[src/rtl/irq_seq_pkg.sv]
package irq_seq_pkg;

  localparam int PCW       = 20;
  localparam int BYTEW     = 8;
  localparam int DIV_BYTES = 3;
  localparam int FRAME_N   = 4;

  typedef enum logic [1:0] {
    ST_IDLE = 2'd0,
    ST_PUSH = 2'd1,
    ST_LOAD = 2'd2
  } seq_state_e;

  // Return address: a divide in flight is re-run, so back up over its encoding.
  function automatic logic [PCW-1:0] ret_addr(input logic [PCW-1:0] pc,
                                              input logic in_div);
    logic [PCW-1:0] back;
    back = pc - PCW'(DIV_BYTES);
    return in_div ? back : pc;
  endfunction

  // Byte of the interrupt frame written at push slot idx (0 = highest address).
  function automatic logic [BYTEW-1:0] frame_byte(input logic [1:0] idx,
                                                  input logic [BYTEW-1:0] psw,
                                                  input logic [PCW-1:0] ra);
    logic [BYTEW-1:0] b;
    case (idx)
      2'd0:    b = psw;
      2'd1:    b = {4'h0, ra[19:16]};
      2'd2:    b = ra[15:8];
      default: b = ra[7:0];
    endcase
    return b;
  endfunction

  // Byte address for push slot idx below stack pointer sp.
  function automatic logic [15:0] push_addr(input logic [15:0] sp,
                                            input logic [1:0] idx);
    return sp - 16'({14'd0, idx} + 16'd1);
  endfunction

endpackage

[src/rtl/irq_accept_ctrl.sv]
module irq_accept_ctrl (
  input  logic irq_req,
  input  logic ie,
  input  logic idle,
  input  logic div_busy,
  output logic accept,
  output logic div_abort
);
  always_comb begin
    accept    = irq_req && ie && idle;
    div_abort = accept && div_busy;
  end
endmodule

[src/rtl/irq_seq_fsm.sv]
module irq_seq_fsm
  import irq_seq_pkg::*;
#(
  parameter int PUSHES = FRAME_N,
  parameter int IDXW   = $clog2(PUSHES)
) (
  input  logic            clk,
  input  logic            rst,
  input  logic            accept,
  output logic            idle,
  output logic            in_push,
  output logic            in_load,
  output logic [IDXW-1:0] push_idx
);
  localparam logic [IDXW-1:0] LAST_IDX = IDXW'(PUSHES - 1);

  seq_state_e state_q;

  always_ff @(posedge clk) begin
    if (rst) begin
      state_q  <= ST_IDLE;
      push_idx <= '0;
    end else begin
      case (state_q)
        ST_IDLE: begin
          if (accept) begin
            state_q  <= ST_PUSH;
            push_idx <= '0;
          end
        end
        ST_PUSH: begin
          if (push_idx == LAST_IDX) state_q <= ST_LOAD;
          else                      push_idx <= push_idx + 1'b1;
        end
        ST_LOAD: state_q <= ST_IDLE;
        default: state_q <= ST_IDLE;
      endcase
    end
  end

  always_comb begin
    idle    = (state_q == ST_IDLE);
    in_push = (state_q == ST_PUSH);
    in_load = (state_q == ST_LOAD);
  end
endmodule

[src/rtl/irq_frame_regs.sv]
module irq_frame_regs
  import irq_seq_pkg::*;
#(
  parameter int VECW = 16
) (
  input  logic             clk,
  input  logic             rst,
  input  logic             accept,
  input  logic             div_busy,
  input  logic [PCW-1:0]   pc_in,
  input  logic [BYTEW-1:0] psw_in,
  input  logic [VECW-1:0]  vector_in,
  input  logic [1:0]       push_idx,
  output logic [BYTEW-1:0] byte_out,
  output logic [PCW-1:0]   new_pc
);
  logic [PCW-1:0]   ra_q;
  logic [BYTEW-1:0] psw_q;
  logic [VECW-1:0]  vec_q;

  always_ff @(posedge clk) begin
    if (rst) begin
      ra_q  <= '0;
      psw_q <= '0;
      vec_q <= '0;
    end else if (accept) begin
      ra_q  <= ret_addr(pc_in, div_busy);
      psw_q <= psw_in;
      vec_q <= vector_in;
    end
  end

  always_comb begin
    byte_out = frame_byte(push_idx, psw_q, ra_q);
    new_pc   = PCW'(vec_q);
  end
endmodule

[src/rtl/irq_sp_ie_regs.sv]
module irq_sp_ie_regs #(
  parameter int          SPW     = 16,
  parameter int          PUSHES  = 4,
  parameter logic [15:0] SP_INIT = 16'hFE00
) (
  input  logic           clk,
  input  logic           rst,
  input  logic           in_load,
  input  logic           ie_wr,
  input  logic           ie_wdata,
  output logic [SPW-1:0] sp_q,
  output logic           ie_q
);
  always_ff @(posedge clk) begin
    if (rst) begin
      sp_q <= SPW'(SP_INIT);
      ie_q <= 1'b0;
    end else begin
      if (in_load) sp_q <= sp_q - SPW'(PUSHES);
      if (in_load)    ie_q <= 1'b0;
      else if (ie_wr) ie_q <= ie_wdata;
    end
  end
endmodule

[src/rtl/irq_entry_seq.sv]
module irq_entry_seq
  import irq_seq_pkg::*;
#(
  parameter int          SPW     = 16,
  parameter int          VECW    = 16,
  parameter logic [15:0] SP_INIT = 16'hFE00
) (
  input  logic             clk,
  input  logic             rst,
  input  logic             irq_req,
  output logic             irq_ack,
  input  logic             ie_wr,
  input  logic             ie_wdata,
  output logic             ie_out,
  input  logic [PCW-1:0]   pc_in,
  input  logic [BYTEW-1:0] psw_in,
  input  logic [VECW-1:0]  vector_in,
  input  logic             div_busy,
  output logic             div_abort,
  output logic             mem_we,
  output logic [SPW-1:0]   mem_addr,
  output logic [BYTEW-1:0] mem_wdata,
  output logic             pc_load,
  output logic [PCW-1:0]   pc_out,
  output logic [SPW-1:0]   sp_out
);
  localparam int IDXW = $clog2(FRAME_N);

  // Named internal events, observed by the bound checker.
  logic            accept_evt;
  logic            seq_idle;
  logic            seq_push;
  logic            seq_load;
  logic [IDXW-1:0] push_idx;
  logic [SPW-1:0]  sp_q;
  logic            ie_q;

  irq_accept_ctrl u_accept (
    .irq_req  (irq_req),
    .ie       (ie_q),
    .idle     (seq_idle),
    .div_busy (div_busy),
    .accept   (accept_evt),
    .div_abort(div_abort)
  );

  irq_seq_fsm #(.PUSHES(FRAME_N), .IDXW(IDXW)) u_fsm (
    .clk     (clk),
    .rst     (rst),
    .accept  (accept_evt),
    .idle    (seq_idle),
    .in_push (seq_push),
    .in_load (seq_load),
    .push_idx(push_idx)
  );

  irq_frame_regs #(.VECW(VECW)) u_frame (
    .clk      (clk),
    .rst      (rst),
    .accept   (accept_evt),
    .div_busy (div_busy),
    .pc_in    (pc_in),
    .psw_in   (psw_in),
    .vector_in(vector_in),
    .push_idx (push_idx),
    .byte_out (mem_wdata),
    .new_pc   (pc_out)
  );

  irq_sp_ie_regs #(.SPW(SPW), .PUSHES(FRAME_N), .SP_INIT(SP_INIT)) u_regs (
    .clk     (clk),
    .rst     (rst),
    .in_load (seq_load),
    .ie_wr   (ie_wr),
    .ie_wdata(ie_wdata),
    .sp_q    (sp_q),
    .ie_q    (ie_q)
  );

  always_comb begin
    mem_we   = seq_push;
    mem_addr = sp_q - SPW'({{(SPW-IDXW){1'b0}}, push_idx} + SPW'(1));
    pc_load  = seq_load;
    irq_ack  = seq_load;
    sp_out   = sp_q;
    ie_out   = ie_q;
  end
endmodule

[config.mk]
export PLATFORM = sky130hd
export DESIGN_NAME = irq_entry_seq
export DESIGN_NICKNAME = d
export VERILOG_FILES = /design/src/rtl/irq_seq_pkg.sv /design/src/rtl/irq_accept_ctrl.sv /design/src/rtl/irq_seq_fsm.sv /design/src/rtl/irq_frame_regs.sv /design/src/rtl/irq_sp_ie_regs.sv /design/src/rtl/irq_entry_seq.sv
export SDC_FILE = /design/constraint.sdc
export NUM_CORES = 1
export LEC_CHECK = 0
export BUFFER_PORTS_ARGS = -buffer_cell sky130_fd_sc_hd__buf_2
export CELL_PAD_IN_SITES_DETAIL_PLACEMENT = 1
export CELL_PAD_IN_SITES_GLOBAL_PLACEMENT = 2
export CORE_ASPECT_RATIO = 0.5
export CORE_MARGIN = 5
export CORE_UTILIZATION = 30
export DETAILED_ROUTE_END_ITERATION = 8
export PLACE_DENSITY_LB_ADDON = 0.1
export SLEW_MARGIN = 40
export SYNTH_ARGS = -nofsm -noshare
export SYNTH_HDL_FRONTEND = slang
export SYNTH_SLANG_ARGS = --single-unit
[constraint.sdc]
create_clock -name clk -period 5.2 [get_ports clk]
set_input_delay 1.56 -clock clk [delete_from_list [all_inputs] [get_ports clk]]
set_output_delay 1.56 -clock clk [all_outputs]
set_load 0.005 [all_outputs]
# Word level (Yosys, flattened, before mapping)

Index checks and enable logic that the tools add are counted.

Reduce and logical (&&, ||, !) cells: 9
Add/sub/neg operators: 5
Equality and inequality tests: 8
Multiplexer cells: 8

Operator list:

| kind                  | count |
|---|---|
| $pmux 8 s3            | 1 |
| $mux 20               | 1 |
| $sub 20x2->20 const B | 1 |
| $sub 16x3->16         | 1 |
| $sub 16x3->16 const B | 1 |
| $mux 2                | 4 |
| $pmux 2 s2            | 2 |
| $eq 2x2->1 const B    | 3 |
| $eq 2x1->1 const B    | 2 |
| $logic_not 2->1       | 2 |
| $ne 2x2->1 const B    | 2 |
| $add 2x1->3 const B   | 1 |
| $logic_and 1x1->1     | 3 |
| $reduce_and 3->1      | 1 |
| $add 2x1->2 const B   | 1 |
| $ne 2x1->1 const B    | 1 |
| $reduce_and 2->1      | 1 |
| $reduce_bool 2->1     | 1 |
| $reduce_or 2->1       | 1 |

Output and inout port bits: 65
Input bits: 50
Logic and storage cells: 37
Flip-flop bits (word level): 65

# Logic depth before layout (Yosys ltp)

Word-level depth: 4
Depth in mapped cells: 6
Gate-level depth less buffers: 6

# Modules after synthesis

A second synthesis with hierarchy kept.

Cell total of the unflattened synthesis: 380
Area total of the unflattened synthesis: 3473.3 sq um

By module, submodules not included:

| module          | times used | seq. area each (sq um) | cells each | area each (sq um) |
|---|---|---|---|---|
| irq_frame_regs  | 1          | 880.8                  | 232        | 2174.6 |
| irq_sp_ie_regs  | 1          | 300.3                  | 82         | 754.5 |
| irq_entry_seq   | 1          | 0.0                    | 40         | 325.3 |
| irq_seq_fsm     | 1          | 80.1                   | 24         | 202.7 |
| irq_accept_ctrl | 1          | 0.0                    | 2          | 16.3 |

# Worst setup path after synthesis

No wires, ideal clock.

Path type: input -> output
Start point: input irq_req
End point: output div_abort
Path buffers: 1
Stages on the path: 3
Arrival: 2.087 ns
Required time: 3.640 ns
Setup slack: 1.553 ns
Path through: nand3_1 -> clkbuf_1 -> nor2_1

Word-level cells in the longest chain between the ends: 3

RTL lines:

| what                            | line                  | RTL |
|---|---|---|
| from (decl)                     | irq_entry_seq.sv:10   | `input logic irq_req,` |
| $logic_and 1x1->1 (2 in series) | irq_accept_ctrl.sv:10 | `accept = irq_req && ie && idle;` |
| $logic_and 1x1->1               | irq_accept_ctrl.sv:11 | `div_abort = accept && div_busy;` |
| to (decl)                       | irq_entry_seq.sv:19   | `output logic div_abort,` |

Every way passes these cells.

# Worst setup path in the final report

Same ends and word-level chain as after synthesis.

==> flow_summary.rst <==
.. list-table::
   :header-rows: 1

   * - Metric
     - Value
   * - Type of the tightest min-delay check
     - reg -> reg
   * - Die extent in y
     - just over 80 µm
   * - Count of pins over their slew limit
     - 0
   * - Kind of end point of the critical path
     - output port
   * - Average instance area after synthesis
     - 8.160 µm²
   * - Top achievable clock speed
     - 264.6 MHz
   * - Largest fanout on the critical path
     - 25
   * - Complex-gate fraction of the synthesized area
     - 15.37%
   * - Routed Wire Length
     - ~10 mm
   * - Destination of the critical timing path
     - div_abort
   * - Data arrival time of the worst path
     - 2.22 ns
   * - Top-Level Pins
     - 115
   * - Worst slew margin relative to its limit
     - 59.92%
   * - Die ar.
     - 0.01286 mm²
   * - Crit path max-delay cell type
     - buf_4
   * - Area fraction in and, or, nand and nor cells after synthesis
     - 26.29%
   * - Total of hold buffers inserted after clock tree synthesis
     - 0
   * - CP startpoint kind
     - input pin
   * - Clock tree from TritonCTS
     - done
   * - Max_cap viols
     - 0
   * - Clock slew at the register clock pins of the worst setup and hold paths
     - 0.06 ns
   * - Setup-failing EPs final
     - 0
   * - Initial Util
     - between 30 and 40%
   * - Number of buffers on the longest clock path
     - 2
   * - Vias post-DR
     - 3083
   * - Worst Reg-to-Reg Cells
     - 4
   * - RSZ-0062 raised after global routing
     - false
   * - Critical path type
     - in -> out
   * - Synth-to-layout area growth
     - 31.22%
   * - Final core utilization
     - approximately 41%
   * - Post-route setup TNS
     - 0 ns
   * - Static power due to leakage
     - 1.592 nW
   * - Count of different cell masters after synthesis
     - 43
   * - Buffering stage count on the worst path with inverters included
     - 3
   * - Port-buffer cells
     - 108
   * - Most used flip-flop cell after synthesis
     - dfxtp_1
   * - Portion of netlist area occupied by mux cells
     - 2.523%
   * - Standard-cell row count
     - 26
   * - Clock Power Share
     - 47.5%
   * - Cts repair resizes
     - 0
   * - Register bit count reported by yosys
     - 63
   * - WP data required
     - 3.64 ns
   * - Longest individual stage delay on the worst path
     - 0.28 ns
   * - Result of the run
     - complete, no violations
   * - Worst setup path startpoint
     - irq_req
   * - Final worst path period need
     - 3.780 ns
   * - Actual transition at the worst max-transition pin
     - 0.6012 ns
   * - Relative contribution of sequential cells to total power
     - 43.6%
   * - Critical path cell sequence
     - buf_2 > nand3_1 > buf_4 > nor2_1 > buf_2
   * - Antenna diode count
     - 0
   * - Most frequent cells in the layout
     - buf_2 (108), nand2_1 (66), dfxtp_1 (63), nor2_1 (43), a21oi_1 (25)
   * - Final setup skew
     - 0.005346 ns
   * - Count of flip-flops with a built-in enable after synthesis
     - 0
   * - Cell family with the largest share of critical-path delay
     - buffers and inverters
   * - Xor and xnor area share after synthesis
     - 8.002%
   * - Library cell appearing most often on the critical path
     - buf_2
   * - Root Buffer
     - clkbuf_16
   * - Gate power share
     - 8.9%
   * - Worst reg2reg endpoint
     - u_regs.sp_q[13]$_SDFFE_PP1P_
   * - Detailed-route wire length per cell
     - 15.22 µm
   * - Share of the clock period used by the worst path
     - a little over 70%
   * - Proportion of total power due to net switching
     - 25.51%
   * - Synth Warn #
     - 0
   * - Switching component of the power
     - between 0.2 and 0.3 mW
   * - Hpwl dp
     - 7.430 mm
   * - Largest net degree at the start of global routing
     - 29
   * - Slack of the worst reg-to-reg path
     - 3.19 ns
   * - Initial drt markers
     - 99
   * - Antenna violations before repair
     - 0
   * - Avg Vias per Cell
     - between 4 and 5
   * - Number of stages on the worst setup path
     - 5
   * - ANT nets after route
     - 0
   * - All-Layer GR Usage
     - 15.69%
   * - Synth async-reset ratio
     - 0%
   * - Number of buffers created by CTS
     - 9
   * - Leading cell type in the layout, fill and taps excluded
     - buf_2
   * - Fill count
     - between 1k and 1.5k
   * - Congestion Overflow GR
     - 0
   * - TritonCTS Sinks
     - 63
   * - Worst vdd rail ir drop
     - 0.1085 mV
   * - Seq/Total Area, Yosys
     - 39.73%
   * - Global-route wire length before repair
     - 15.76 mm
   * - Netlist Area Pre-Place
     - 0.003174 mm²
   * - Worst-skew pair later-pin latency
     - 0.33 ns
   * - Remaining routing DRC violations
     - 0
   * - Total number of nets in the final design
     - approximately 550
   * - Cell Pwr Density
     - about 280 mW/mm²
   * - Core Footprint
     - 0.01028 mm²
   * - Synthesized-area fraction occupied by adder cells
     - about 2.4%
   * - Number of global-route vias before repair
     - 3065
   * - Beginning of the worst register-to-register path
     - u_regs.sp_q[2]$_SDFFE_PP0P_
   * - Fraction of final layout cells sized beyond drive strength 1
     - between 20% and 30%
   * - Last weighted congestion value of the routability-driven placer
     - 0.7248
   * - Number of iterations in the first detailed-routing pass
     - 4
   * - Internal Dissipation
     - 0.8644 mW
   * - Endpoints failing hold
     - 0
   * - Chip Width
     - 155.5 µm
   * - Cells after synthesis
     - 389
   * - Largest family of logic cells by synthesized area
     - simple AND/OR/NAND/NOR gates
   * - H-tree level count
     - 3
   * - Buffers inserted during post-CTS setup optimization
     - 0
[layout make-up]
class	count	area [µm²]	share of cell area [%]
multi-input cells	291	1769	42.48
well taps	140	175.2	4.205
repair buffers	119	643.1	15.44
clock inverters	7	50.05	1.202
flip-flops and latches	63	1261	30.28
clock buffers	9	225.2	5.407
inverters	11	41.29	0.9913
[flip-flops by register name, summed over array words and instances, names as in the netlist]
signal          count
u_frame.psw_q       8
u_regs.sp_q        14
u_fsm.push_idx      2
u_frame.vec_q      16
u_frame.ra_q       20
u_fsm.state_q       2
u_regs.ie_q         1
[tightest hold or removal path, stage by stage (launching register included)]
cell	delay, ns
dfxtp_1	0.30
nand2_1	0.05
a21oi_1	0.05
[metrics by stage]
| stage | power (mW) | cell area [µm²] | setup slack, ns | hold WS (ns) | std cells |
|---|---|---|---|---|---|
| floorplan | 0.5692 | 3193 | 1.553 | 0.4357 | 394 |
| finish | 1.160 | 4165 | 1.420 | 0.4531 | 640 |
| global placement | 0.6172 | 3847 | 1.429 | 0.4413 | 621 |
| global route | 1.219 | 4165 | 1.360 | 0.4691 | 640 |
| CTS | 1.184 | 4165 | 1.414 | 0.4528 | 640 |
| detailed placement | 0.6217 | 3890 | 1.412 | 0.4447 | 624 |
[kinds of logic (layout without fill, tap and decap cells)]
kind of cell / after synthesis / after routing
compound gates: 73 / 73
flops: 63 / 63
fa+ha+maj: 6 / 6
xor+xnor: 29 / 29
other cells: 1 / 6
simple gates: 169 / 169
buf+inv: 40 / 146
mux: 8 / 8
[cells in the mapped netlist (6+ instances only)]
library cell / instances / area share, %
a311oi_1: 9 / 2.5
a21oi_1: 25 / 3.9
dfxtp_1: 63 / 40
mux2i_1: 8 / 2.5
nand3_1: 9 / 1.4
buf_4: 7 / 1.7
inv_1: 11 / 1.3
clkbuf_1: 20 / 2.4
nand2_1: 66 / 7.8
or3_1: 6 / 1.2
xnor2_1: 7 / 1.9
nor2_1: 43 / 5.1
nor3_1: 8 / 1.3
xor2_1: 22 / 6.1
or4_1: 6 / 1.4
ha_1: 6 / 2.4
a211oi_1: 11 / 2.6
o31ai_1: 6 / 1.4
o21ai_0: 8 / 1.3
[power groups by stage]
| stage | registers (mW) | logic (mW) | clock network, mW |
|---|---|---|---|
| CTS | 0.506 | 0.105 | 0.573 |
| global route | 0.507 | 0.117 | 0.595 |
| detailed placement | 0.516 | 0.105 | 0 |
| floorplan | 0.514 | 0.0556 | 0 |
| global placement | 0.516 | 0.101 | 0 |
| finish | 0.506 | 0.104 | 0.551 |
[worst min-delay path by stage]
stage / cells after the start / from / slack (ns) / to
4_1_cts: 2 / u_frame.vec_q[6]$_SDFFE_PP0P_ / 0.45 / u_frame.vec_q[6]$_SDFFE_PP0P_
5_1_grt: 2 / u_frame.vec_q[6]$_SDFFE_PP0P_ / 0.47 / u_frame.vec_q[6]$_SDFFE_PP0P_
2_1_floorplan: 2 / u_frame.psw_q[0]$_SDFFE_PP0P_ / 0.44 / u_frame.psw_q[0]$_SDFFE_PP0P_
3_3_place_gp: 2 / u_frame.vec_q[3]$_SDFFE_PP0P_ / 0.44 / u_frame.vec_q[3]$_SDFFE_PP0P_
3_5_place_dp: 2 / u_frame.vec_q[6]$_SDFFE_PP0P_ / 0.44 / u_frame.vec_q[6]$_SDFFE_PP0P_
6_report: 2 / u_frame.vec_q[6]$_SDFFE_PP0P_ / 0.45 / u_frame.vec_q[6]$_SDFFE_PP0P_
[metal layers]
layer	vias up	track usage, %	share of wire, %
li1	1567	-	-
met2	78	24.74	45
met1	1433	21.04	49
met5	-	0	0
met4	0	4.192	0.61
met3	5	4.789	5.4
(Power assumes the default switching activity.)
